[config.mk]
export PLATFORM = sky130hd
export DESIGN_NAME = perf_mon2
export DESIGN_NICKNAME = d
export VERILOG_FILES = /design/src/rtl/perf_mon2.sv
export SDC_FILE = /design/constraint.sdc
export NUM_CORES = 1
export LEC_CHECK = 0
export ABC_AREA = 1
export BUFFER_PORTS_ARGS = -buffer_cell sky130_fd_sc_hd__buf_2
export CAP_MARGIN = 20
export CORE_MARGIN = 10
export CORE_UTILIZATION = 59
export CTS_BUF_LIST = sky130_fd_sc_hd__clkbuf_4
export CTS_CLUSTER_SIZE = 10
export DETAILED_ROUTE_END_ITERATION = 10
export GPL_TIMING_DRIVEN = 0
export PLACE_DENSITY = 0.88
export SYNTH_ARGS = -nofsm -noshare
export SYNTH_HDL_FRONTEND = slang
export SYNTH_SLANG_ARGS = --single-unit
[constraint.sdc]
create_clock -name clk -period 4.5 [get_ports clk]
set_clock_uncertainty 0.15 [all_clocks]
set_input_delay 0.225 -clock clk [delete_from_list [all_inputs] [get_ports clk]]
set_output_delay 0.225 -clock clk [all_outputs]
set_load 0.005 [all_outputs]
[src/rtl/perf_mon2.sv]
module perf_mon2 (
  input  logic        clk,
  input  logic        rst_n,
  input  logic        ctrl_we,
  input  logic        cnt_we,
  input  logic [63:0] wdata,
  input  logic        rd_sel,
  output logic [63:0] rdata,
  input  logic [15:0] evt,
  input  logic        exl,
  input  logic [1:0]  priv,
  output logic        irq
);
  localparam int CW = 13;
  localparam int NW = 32;

  logic [CW-1:0] ctrl_q;
  logic [NW-1:0] c1_q, c2_q;
  logic          mode_ok;
  logic          inc1, inc2;

  always_comb begin
    if (exl) mode_ok = ctrl_q[0];
    else begin
      case (priv)
        2'd0:    mode_ok = ctrl_q[1];
        2'd1:    mode_ok = ctrl_q[2];
        2'd2:    mode_ok = ctrl_q[3];
        default: mode_ok = 1'b0;
      endcase
    end
  end

  assign inc1 = mode_ok & evt[ctrl_q[8:5]];
  assign inc2 = mode_ok & evt[ctrl_q[12:9]];

  always_ff @(posedge clk) begin
    if (!rst_n) ctrl_q <= '0;
    else if (ctrl_we) ctrl_q <= wdata[CW-1:0];
  end

  always_ff @(posedge clk) begin
    if (!rst_n) begin
      c1_q <= '0;
      c2_q <= '0;
    end else if (cnt_we) begin
      c1_q <= wdata[NW-1:0];
      c2_q <= wdata[2*NW-1:NW];
    end else begin
      c1_q <= c1_q + NW'(inc1);
      c2_q <= c2_q + NW'(inc2);
    end
  end

  assign rdata = rd_sel ? {c2_q, c1_q} : {{(64-CW){1'b0}}, ctrl_q};
  assign irq   = ctrl_q[4] & (c1_q[NW-1] | c2_q[NW-1]);

  AST_LOAD_WINS: assert property (@(posedge clk) disable iff (!rst_n)
    cnt_we |=> {c2_q, c1_q} == $past(wdata));

  AST_STEP_ONE: assert property (@(posedge clk) disable iff (!rst_n)
    !cnt_we |=> ((c1_q - $past(c1_q)) <= 32'd1) && ((c2_q - $past(c2_q)) <= 32'd1));

  AST_STOPPED: assert property (@(posedge clk) disable iff (!rst_n)
    (!cnt_we && ctrl_q[3:0] == 4'd0) |=> $stable(c1_q) && $stable(c2_q));

  AST_RESERVED_MODE: assert property (@(posedge clk) disable iff (!rst_n)
    (!cnt_we && !exl && priv == 2'd3) |=> $stable(c1_q) && $stable(c2_q));

  AST_IRQ_MASKED: assert property (@(posedge clk) disable iff (!rst_n)
    (ctrl_we && !wdata[4]) |=> !irq);

  AST_IRQ_CLEARED: assert property (@(posedge clk) disable iff (!rst_n)
    (cnt_we && !wdata[31] && !wdata[63]) |=> !irq);
endmodule

Word-level counts from Yosys, hierarchy flattened

Index checks and enable logic that the tools add are counted.

Word-level logic and storage cells: 23
Output and inout port bits: 65
Register bits after elaboration: 77

$lt $le $gt $ge: 2
Reductions and logical operators: 1
Bitwise operators: 4
Mux-type cells: 9
$add $sub $neg: 2
Equality and inequality tests: 2

Operators with widths:

| kind               | number |
|---|---|
| $add 32x1->32      | 2 |
| $mux 32            | 2 |
| $mux 64            | 1 |
| $lt 4x5->1 const B | 2 |
| $bmux 1 s4         | 2 |
| $and 1x1->1        | 3 |
| $mux 1             | 3 |
| $pmux 1 s3         | 1 |
| $eq 2x1->1 const B | 1 |
| $eq 2x2->1 const B | 1 |
| $logic_not 2->1    | 1 |
| $or 1x1->1         | 1 |

Depth between registers and ports, before layout

Gate-level depths: netlist of run 1.

Depth in word-level cells: 6
Mapped depth: 18
Mapped depth without buffers: 18

Least setup slack after synthesis of run 1

OpenSTA, ideal clock, no wires.

Path kind: register to register
From: register ctrl_q[9]
To: register c2_q[20]
Setup time: 0.109 ns
Cell stages (with the launch flop): 19
Arrival time: 2.073 ns
Path slack: 2.168 ns
Period minus slack after synthesis: 2.332 ns
Path buffers: 1
Cell sequence: dfxtp_1 buf_2 nand2_1 nand3_1 nand3_1 nand3_1 nand2_1 nor2_1 ha_1 ha_1 nand2_1 nor2_4 nand2_4 nor2_4 nand2_1 nand2_1 nand3_1 nand2_1 inv_1

Longest elaborated chain between the ends: 5

Ends and longest elaborated chain:

| item                         | line | text |
|---|---|---|
| start: declaration           | 17   | `logic [CW-1:0] ctrl_q;` |
| start signal: assignment     | 39   | `else if (ctrl_we) ctrl_q <= wdata[CW-1:0];` |
| $bmux 1 s4                   | 35   | `assign inc2 = mode_ok & evt[ctrl_q[12:9]];` |
| $mux 1 (not written as such) | 35   |  |
| $and 1x1->1                  | 35   |  |
| $add 32x1->32                | 51   | `c2_q <= c2_q + NW'(inc2);` |
| $mux 32                      | 46   | `end else if (cnt_we) begin` |
| end signal: assignment       | 48   | `c2_q <= wdata[2*NW-1:NW];` |
| end signal: assignment       | 51   |  |
| end: declaration             | 18   | `logic [NW-1:0] c1_q, c2_q;` |

No other way between the ends. The select of a mux whose other input is x is not followed.
A chain may end at the register's enable or synchronous reset.

Final worst setup path of run 1

From: register ctrl_q[5]
To: register c1_q[12]

Longest elaborated chain between the ends: 5

Ends and longest elaborated chain:

| item                         | line | text |
|---|---|---|
| $bmux 1 s4                   | 34   | `assign inc1 = mode_ok & evt[ctrl_q[8:5]];` |
| $mux 1 (not written as such) | 34   |  |
| $and 1x1->1                  | 34   |  |
| $add 32x1->32                | 50   | `c1_q <= c1_q + NW'(inc1);` |
| $mux 32                      | 46   |  |
| end signal: assignment       | 47   | `c1_q <= wdata[NW-1:0];` |
| end signal: assignment       | 50   |  |
| end: declaration             | 18   |  |

No other way between the ends. The select of a mux whose other input is x is not followed.

==> summary.md, run 1 <==
| Metric | Value |
|---|---|
| Run status | completed |
| Crit path capture type | register |
| Post-synth cell types | 27 |
| Max frequency | 0.345 GHz |
| WP data required | 4700 ps |
| Cells after Synth | 1016 |
| Critical path startpoint category | register |
| Die extent in y | 118 um |
| Final net count | 1336 |
| Setup Buffers After CTS | 0 |
| Cell Area, Placed | 6550 um^2 |
| Clk root buf | clkbuf_4 |
| Die Footprint | 13800 um^2 |
| Max-slew violations | 0 |
| Initial DRC Count | 460 |
| Die width | 118 um |
| YS warnings | 0 |
| Power Total | 1.60 mW |
| Clk_lat worst skew | 440 ps |
| Pwr Density | 218 nW/um^2 |
| Ports | 153 |
| Post-Syn Area | 5630 um^2 |
| CTS Buf Count | 9 |
| R2r startpoint | ctrl_q[5] |
| WS Path Type | reg -> reg |
| Number of port buffers | 151 |
| Clock transition at path regs | 130 ps |
| GR Util All Layers | 27.7% |
| Endpoints failing setup | 0 |
| Max clock buf depth | 2 |
| Vias | 7081 |
| Final period util | 64.5% |
| Final Cell Area | 7330 um^2 |
| Number of global-route vias before repair | 7069 |
| Max cap viols | 0 |
| Final wirelength | 19800 um |
| Initial antenna violation count | 2 |
| Worst vdd ir | 0.127 mV |
| Core Area | 9280 um^2 |
| Worst Tran Pin Value | 677 ps |
| Hold path start | wdata[57] |
| Most frequent cells in the layout | nand2_1 (268), nor2_1 (207), inv_1 (176) |
| Starting Density | 60.6% |
| Net Count, Synth | 1108 |
| Mapped Avg Cell Area | 5.54 um^2 |
| CTS tree | done |
| DP Wirelength | 14000 um |
| Most common cell after layout, fill and taps aside | nand2_1 |
| GPL Wtd Cong | 0.955 |
| Slew Limit Headroom | 54.9% |
| Num Clock Sinks | 77 |
| RSZ-0062 raised after global routing | false |
| Leakage | 3.93 nW |
| Final setup TNS | 0 ps |
| Max FO, Critical Path | 10 |
| Final ANT Viol Nets | 0 |
| Layout cells sized above 1 | 16.2% |
| Minimum clock period | 2900 ps |
| H-tree depth | 3 |
| Placement Rows | 35 |
| Wirelength per Cell | 14.4 um |
| Post-DR vias/cell | 5.14 |
| # DRC | 0 |
| Total congestion overflow | 0 |
| First-pass GRT wire length | 32700 um |
| FF+latch count, synth | 77 |
| Crit path from | ctrl_q[5] |
| Post-CTS resize count | 0 |
| Hold Vio Cnt, Final | 0 |
| Hold Path Class | in -> reg |
| DR pass1 iterations | 5 |
| WP data arrival | 3100 ps |
| Largest net degree at the start of global routing | 12 |
| Sequential area share after synthesis | 27.4% |
| Hold-fix buffers, CTS | 66 |
| Area Growth Syn to Fin | 30.3% |
## synth_stat cells (all sizes together)
| cell | number | area [um^2] |
|---|---|---|
| o21ai | 78 | 390 |
| dfxtp | 77 | 1540 |
| xnor2 | 10 | 87.6 |
| nand3b | 1 | 7.51 |
| nor2 | 225 | 945 |
| inv | 178 | 668 |
| xor2 | 11 | 96.3 |
| or2 | 2 | 12.5 |
| clkinv | 2 | 7.51 |
| a21oi | 38 | 190 |
| buf | 13 | 65.1 |
| ha | 4 | 50.1 |
| nand2 | 276 | 1060 |
| clkbuf | 20 | 75.1 |
| nand3 | 73 | 375 |
| a31oi | 1 | 6.26 |
| a22oi | 1 | 7.51 |
| and2 | 3 | 18.8 |
| o211ai | 3 | 22.5 |
## state kept, by name, summed over array words and instances (netlist names)
name and count:
c2_q 32, ctrl_q 13, c1_q 32
## critical path, cell delays in order, from the launching register on
cell      delay [ps]
dfxtp_1          460
buf_2            240
nand2_1           70
o211ai_1         100
nand2_1           80
nor2_1            90
nor2_1            50
nor2_1           200
ha_1             220
ha_1             190
nand2_1          110
nor2_4           210
nand2_2          150
nor2_4           170
xor2_1           170
nand2_1           60
nand2_1           60
inv_1             30
## per-stage QoR
step | cells | hold slack (ps) | util [%] | worst slack (ps)
after detailed placement | 1296 | 313 | 70.5 | 1700
final | 1378 | 21.5 | 79.0 | 1600
after floorplan | 1016 | 210 | - | 2170
after global placement | 1296 | 298 | 70.5 | 1710
after CTS | 1376 | 9.98 | 78.9 | 1680
after global routing | 1378 | 61.1 | 79.0 | 1320
## layout make-up
cell class / instances / area, um^2
Antenna cell: 2 / 5.00
Buffer: 33 / 140
Clock buffer: 11 / 82.6
Clock inverter: 3 / 38.8
Fill cell: 774 / 1950
Inverter: 180 / 676
Multi-Input combinational cell: 726 / 3270
Sequential cell: 77 / 1540
Tap cell: 129 / 161
Timing Repair Buffer: 217 / 1420
## report_power, final
| group | leakage [nW] | switching [mW] | internal, mW |
|---|---|---|---|
| registers | 0.641 | 0.0549 | 0.731 |
| logic | 3.22 | 0.216 | 0.173 |
| clock network | 0.0702 | 0.250 | 0.174 |
| total | 3.93 | 0.521 | 1.08 |
## cells by family after synthesis
logic type | Yosys count | synth area share, %
adders and majority gates | 4 | 0.889
and+or+nand+nor | 580 | 43.0
DFF | 77 | 27.4
buffers and inverters | 213 | 14.5
AOI/OAI and AO/OA | 121 | 11.0
xor gates and xnor gates | 21 | 3.27
## worst paths after layout
kind / slack [ps] / depth (start not counted) / to
setup / recovery: 1600 / 17 / c1_q[12]
hold / removal: 20 / 5 / c2_q[25]
setup reg to reg: 1600 / 17 / c1_q[12]
hold reg to reg: 350 / 2 / ctrl_q[1]
## layer usage
metal | share of wire, % | up-vias | track usage, %
li1 | - | 3529 | -
met1 | 37 | 3104 | 29.9
met2 | 50 | 364 | 49.5
met3 | 8.2 | 84 | 5.47
met4 | 4.6 | 0 | 15.2
met5 | 0 | - | 0
(Power assumes the default switching activity.)
==> run 2: changes to the inputs <==
CORE_UTILIZATION = 55   (was 59)
PLACE_DENSITY = 0.83   (was 0.88)
clock period = 3 ns   (was 4.5 ns; I/O delays follow)
==> run 2 against run 1 <==
  * Critical path depth shrank 1
  * Worst setup slack lost 1400 ps
  * Count of clock-buffer cells in the layout shrank 2
  * Final area grew 1.3%
  * Non-clock buffer count grew 8
  * Highest routed layer unchanged
  * Critical path type unchanged
  * Die area grew 6.0%
  * Largest cell class unchanged
  * Worst hold slack gained 110 ps
  * Sequential power grew 50%
  * Register-to-register slack lost 1400 ps
  * Core utilization shrank 3.6 points
  * Via count shrank 1.7%
  * Largest power group unchanged
  * Power grew 51%
==> summary.md, run 2 (same netlist as run 1, synthesis figures left out) <==
| Metric | Value |
|---|---|
| DP Wirelength | 14100 um (was 14000 um) |
| Ports | 153 (unchanged) |
| Final Cell Area | 7430 um^2 (was 7330 um^2) |
| Initial DRC Count | 674 (was 460) |
| Final period util | 93.5% (was 64.5%) |
| Final ANT Viol Nets | 0 (unchanged) |
| # DRC | 0 (unchanged) |
| DR pass1 iterations | 7 (was 5) |
| Endpoints failing setup | 0 (unchanged) |
| Clk root buf | clkbuf_4 (unchanged) |
| WP data arrival | 3010 ps (was 3100 ps) |
| Die width | 121 um (was 118 um) |
| Hold Vio Cnt, Final | 0 (unchanged) |
| # diodes | 0 (was 2) |
| GPL Wtd Cong | 0.944 (was 0.955) |
| Critical path startpoint category | register (unchanged) |
| Clock group share of total power | 27.0% (was 26.5%) |
| Worst Tran Pin Value | 708 ps (was 677 ps) |
| Run status | completed (unchanged) |
| Max frequency | 0.357 GHz (was 0.345 GHz) |
| Num Clock Sinks | 77 (unchanged) |
| Switching Share | 33.3% (was 32.6%) |
| Area Growth Syn to Fin | 32.0% (was 30.3%) |
| Minimum clock period | 2800 ps (was 2900 ps) |
| Cell Area, Placed | 6550 um^2 (about the same) |
| Post-DR vias/cell | 5.01 (was 5.14) |
| Hold Path Class | in -> reg (unchanged) |
| Most common cell after layout, fill and taps aside | nand2_1 (unchanged) |
| Layout cells sized above 1 | 16.9% (was 16.2%) |
| Die Footprint | 14700 um^2 (was 13800 um^2) |
| Max cap viols | 0 (unchanged) |
| Initial antenna violation count | 0 (was 2) |
| Hold Slack | 133 ps (was 21.5 ps) |
| Max clock buf depth | 2 (unchanged) |
| H-tree depth | 3 (unchanged) |
| Gate power share | 24.2% (was 24.3%) |
| Dpl ws | 154 ps (was 1700 ps) |
| Flop pwr share | 48.8% (was 49.2%) |
| Worst vdd ir | 0.192 mV (was 0.127 mV) |
| Slew Limit Headroom | 52.8% (was 54.9%) |
| Largest registers | c1_q x32, c2_q x32, ctrl_q x13 (unchanged) |
| Vias | 6963 (was 7081) |
| Max FO, Critical Path | 10 (unchanged) |
| Number of port buffers | 151 (unchanged) |
| Starting Density | 57.1% (was 60.6%) |
| Clk_lat worst skew | 440 ps (about the same) |
| Max-slew violations | 0 (unchanged) |
| First-pass GRT wire length | 31400 um (was 32700 um) |
| Leakage | 3.97 nW (was 3.93 nW) |
| Final wirelength | 19400 um (was 19800 um) |
| Fin worst setup slack | 196 ps (was 1600 ps) |
| Int Pwr | 1.61 mW (was 1.08 mW) |
| Most frequent cells in the layout | nand2_1 (268), nor2_1 (207), inv_1 (176) (unchanged) |
| Pwr Density | 325 nW/um^2 (was 218 nW/um^2) |
| WP data required | 3210 ps (was 4700 ps) |
| Crit path capture type | register (unchanged) |
| GR Util All Layers | 25.9% (was 27.7%) |
| Clock transition at path regs | 140 ps (was 130 ps) |
| WS Path Type | reg -> reg (unchanged) |
| Final core utilization | 75.3% (was 79.0%) |
| CTS Buf Count | 9 (unchanged) |
| Core Area | 9860 um^2 (was 9280 um^2) |
| Final net count | 1344 (was 1336) |
| Total congestion overflow | 0 (unchanged) |
| Largest net degree at the start of global routing | 14 (was 12) |
| Sw Pwr | 0.805 mW (was 0.521 mW) |
| CTS tree | done (unchanged) |
| Wirelength per Cell | 13.9 um (was 14.4 um) |
| Number of global-route vias before repair | 6873 (was 7069) |
| Placement Rows | 36 (was 35) |
| Fill count | 821 (was 774) |
| Die extent in y | 121 um (was 118 um) |
## run 2: power groups by stage
stage	registers (mW)	clock network [mW]	logic [mW]
floorplan	1.17	0	0.307
global placement	1.20	0	0.482
detailed placement	1.20	0	0.493
CTS	1.18	0.650	0.566
global route	1.19	0.698	0.657
finish	1.18	0.653	0.584
## run 2: cell type report
cell class | instances | area, um^2 | share of cell area (%)
flip-flops and latches | 77 | 1540 | 20.8
plain buffers | 33 | 143 | 1.92
clock inverters | 7 | 66.3 | 0.892
well taps | 133 | 166 | 2.24
repair buffers | 225 | 1490 | 20.0
clock buffers | 9 | 67.6 | 0.909
inverters | 180 | 679 | 9.14
multi-input cells | 726 | 3280 | 44.1
## run 2: per-stage QoR
| stage | total power, mW | instances | setup TNS (ps) |
|---|---|---|---|
| after CTS | 2.39 | 1386 | 0 |
| after global routing | 2.55 | 1390 | -3.91 |
| after global placement | 1.68 | 1300 | 0 |
| after floorplan | 1.48 | 1016 | 0 |
| after detailed placement | 1.69 | 1300 | 0 |
| final | 2.42 | 1390 | 0 |
## run 2: timing repair
item                                    in CTS  in global routing
endpoints found under the setup margin       0                 20
endpoints found under the hold margin       77                  0
hold buffers                                70                  0
gates resized for setup                      0                  6
buffers inserted                             0                  4
## run 2: final timing paths
check | cells past startpoint | from | to | slack, ps
worst min register to register | 2 | ctrl_q[12] | ctrl_q[12] | 380
worst max-delay path | 16 | ctrl_q[5] | c1_q[30] | 200
worst min-delay path | 4 | cnt_we | c2_q[6] | 130
worst max register to register | 16 | ctrl_q[5] | c1_q[30] | 200
## run 2: layer usage
metal	up-vias	track usage, %	routed length (um)
li1	3548	-	-
met1	3030	28.2	7680
met2	326	46.7	9550
met3	59	5.35	1450
met4	0	12.7	675
met5	-	0	0
## run 2: worst max-delay path, cell delays in order, from the launching register on
cell and delay, ps:
dfxtp_2 410, buf_2 220, nand2_1 80, o211ai_1 110, nand2_1 80, nor2_1 90
nor2_1 60, nor2_1 200, ha_1 220, ha_1 180, nand2_1 100, nor2_4 200
nand2_2 120, nor2_4 190, a21oi_1 110, nor2_1 170, nor2_1 50
==> run 3: changes to the inputs <==
PLACE_DENSITY = 0.86   (was 0.83)
==> run 3 against run 2 <==
  * Count of clock-buffer cells in the layout is the same
  * Combinational power grew 2%
  * Critical path depth is the same
  * Final area is essentially flat
  * Register-to-register slack is essentially flat
  * Sequential share of layout area is essentially flat
  * Cell count is the same
  * Critical path type unchanged
  * Critical endpoint is now c1_q[12]
==> summary.md, run 3 (same netlist as run 1, synthesis figures left out) <==
| Metric | Value |
|---|---|
| Power Total | 2.46 mW (was 2.42 mW) |
| Slew Limit Headroom | 49.3% (was 52.8%) |
| Max-slew violations | 0 (unchanged) |
| Initial antenna violation count | 1 (was 0) |
| Final core utilization | 75.3% (about the same) |
| Worst Tran Pin Value | 760 ps (was 708 ps) |
| DP Wirelength | 14200 um (was 14100 um) |
| Wirelength per Cell | 14.7 um (was 13.9 um) |
| Final net count | 1341 (was 1344) |
| Die Footprint | 14700 um^2 (unchanged) |
| Worst vdd ir | 0.179 mV (was 0.192 mV) |
| First-pass GRT wire length | 32800 um (was 31400 um) |
| GR Util met1 | 30.0% (was 28.2%) |
| Hold Slack | 130 ps (was 133 ps) |
| Clock transition at path regs | 150 ps (was 140 ps) |
| Most common cell after layout, fill and taps aside | nand2_1 (unchanged) |
| Layout cells sized above 1 | 17.1% (was 16.9%) |
| Post-DR vias/cell | 5.22 (was 5.01) |
| Dpl ws | 184 ps (was 154 ps) |
| Starting Density | 57.1% (unchanged) |
| Max FO, Critical Path | 10 (unchanged) |
| Busiest grt layer | met2 (unchanged) |
| Final ANT Viol Nets | 0 (unchanged) |
| Flop pwr share | 48.1% (was 48.8%) |
| Cell Area, Placed | 6550 um^2 (unchanged) |
| Clock group share of total power | 27.7% (was 27.0%) |
| Core Area | 9860 um^2 (unchanged) |
| Final wirelength | 20400 um (was 19400 um) |
| Initial DRC Count | 775 (was 674) |
| GR Util All Layers | 27.2% (was 25.9%) |
| Total congestion overflow | 0 (unchanged) |
| Met2 Use GR | 47.3% (was 46.7%) |
| Switching Share | 34.2% (was 33.3%) |
| Clk_lat worst skew | 450 ps (was 440 ps) |
| Final period util | 93.7% (was 93.5%) |
| Max frequency | 0.356 GHz (was 0.357 GHz) |
| Vias | 7249 (was 6963) |
| Leakage | 3.94 nW (was 3.97 nW) |
| Int Pwr | 1.62 mW (was 1.61 mW) |
| Most frequent cells in the layout | nand2_1 (268), nor2_1 (206), inv_1 (176) (was nand2_1 (268), nor2_1 (207), inv_1 (176)) |
| H-tree depth | 3 (unchanged) |
| Max cap viols | 0 (unchanged) |
| Pwr Density | 331 nW/um^2 (was 325 nW/um^2) |
| Die width | 121 um (unchanged) |
| Num Clock Sinks | 77 (unchanged) |
| WP data required | 3200 ps (was 3210 ps) |
| Fin worst setup slack | 188 ps (was 196 ps) |
| CTS Buf Count | 9 (unchanged) |
| Grt met3 use | 6.65% (was 5.35%) |
| Max clock buf depth | 2 (unchanged) |
| Number of port buffers | 151 (unchanged) |
| Area Growth Syn to Fin | 32.0% (about the same) |
| Gate power share | 24.2% (about the same) |
| GPL Wtd Cong | 0.979 (was 0.944) |
| Final Cell Area | 7430 um^2 (about the same) |
| Non-Filler Instances | 1390 (unchanged) |
| Minimum clock period | 2810 ps (was 2800 ps) |
| Critical path startpoint category | register (unchanged) |
| Final setup TNS | 0 ps (unchanged) |
| Placement Rows | 36 (unchanged) |
| Endpoints failing setup | 0 (unchanged) |
| # DRC | 0 (unchanged) |
| Largest registers | c1_q x32, c2_q x32, ctrl_q x13 (unchanged) |
| Hold Vio Cnt, Final | 0 (unchanged) |
| Crit path capture type | register (unchanged) |
| CTS tree | done (unchanged) |
| WS Path Type | reg -> reg (unchanged) |
| Run status | completed (unchanged) |
| Largest net degree at the start of global routing | 15 (was 14) |
| WP data arrival | 3010 ps (about the same) |
| Sw Pwr | 0.840 mW (was 0.805 mW) |
| Inst Count DP | 1300 (unchanged) |
| Number of global-route vias before repair | 6968 (was 6873) |
| Hold Path Class | in -> reg (unchanged) |
| Ports | 153 (unchanged) |
| DR pass1 iterations | 7 (unchanged) |
| Die extent in y | 121 um (unchanged) |
| Clk root buf | clkbuf_4 (unchanged) |
run 3: power groups by stage:
| stage | registers, mW | logic, mW | clock network (mW) |
|---|---|---|---|
| after floorplan | 1.17 | 0.307 | 0 |
| after global placement | 1.20 | 0.482 | 0 |
| after detailed placement | 1.20 | 0.494 | 0 |
| after CTS | 1.18 | 0.566 | 0.673 |
| after global routing | 1.19 | 0.666 | 0.721 |
| final | 1.18 | 0.596 | 0.681 |
run 3: per-layer routing:
layer | share of wire [%] | up-vias
li1 | - | 3540
met1 | 38 | 3256
met2 | 49 | 356
met3 | 8.1 | 97
met4 | 4.8 | 0
met5 | 0 | -
run 3: worst paths after layout:
kind | from | to | slack [ps] | cells past startpoint
max | ctrl_q[5] | c1_q[12] | 190 | 16
min | cnt_we | c2_q[2] | 130 | 4
max reg2reg | ctrl_q[5] | c1_q[12] | 190 | 16
min reg2reg | ctrl_q[0] | ctrl_q[0] | 360 | 2
run 3: final cells by class:
class	count	area [um^2]
timing repair buffer	222	1460
inverter	180	683
tap	133	166
multi-input combinational	726	3280
clock inverter	7	75.1
clock buffer	9	67.6
sequential	77	1540
buffer	33	143
fill	830	2440
antenna	3	7.51
run 3: critical path, stage by stage (launching register included):
cell      delay (ps)
dfxtp_2          380
clkbuf_4         190
o21ai_0          200
nand3_1          100
nand3_1           90
nand2_1           70
nor2_2           160
ha_2             230
ha_1             190
nand2_1          100
nor2_4           210
nand2_2          150
nor2_4           170
xor2_1           170
nand2_1           60
nand2_1           60
inv_1             30
run 3: what timing repair did:
item,CTS,global route
setup endpoints to repair,0,21
buffers inserted,0,2
resized for setup,0,9
hold buffers,69,0
hold endpoints to repair,77,0
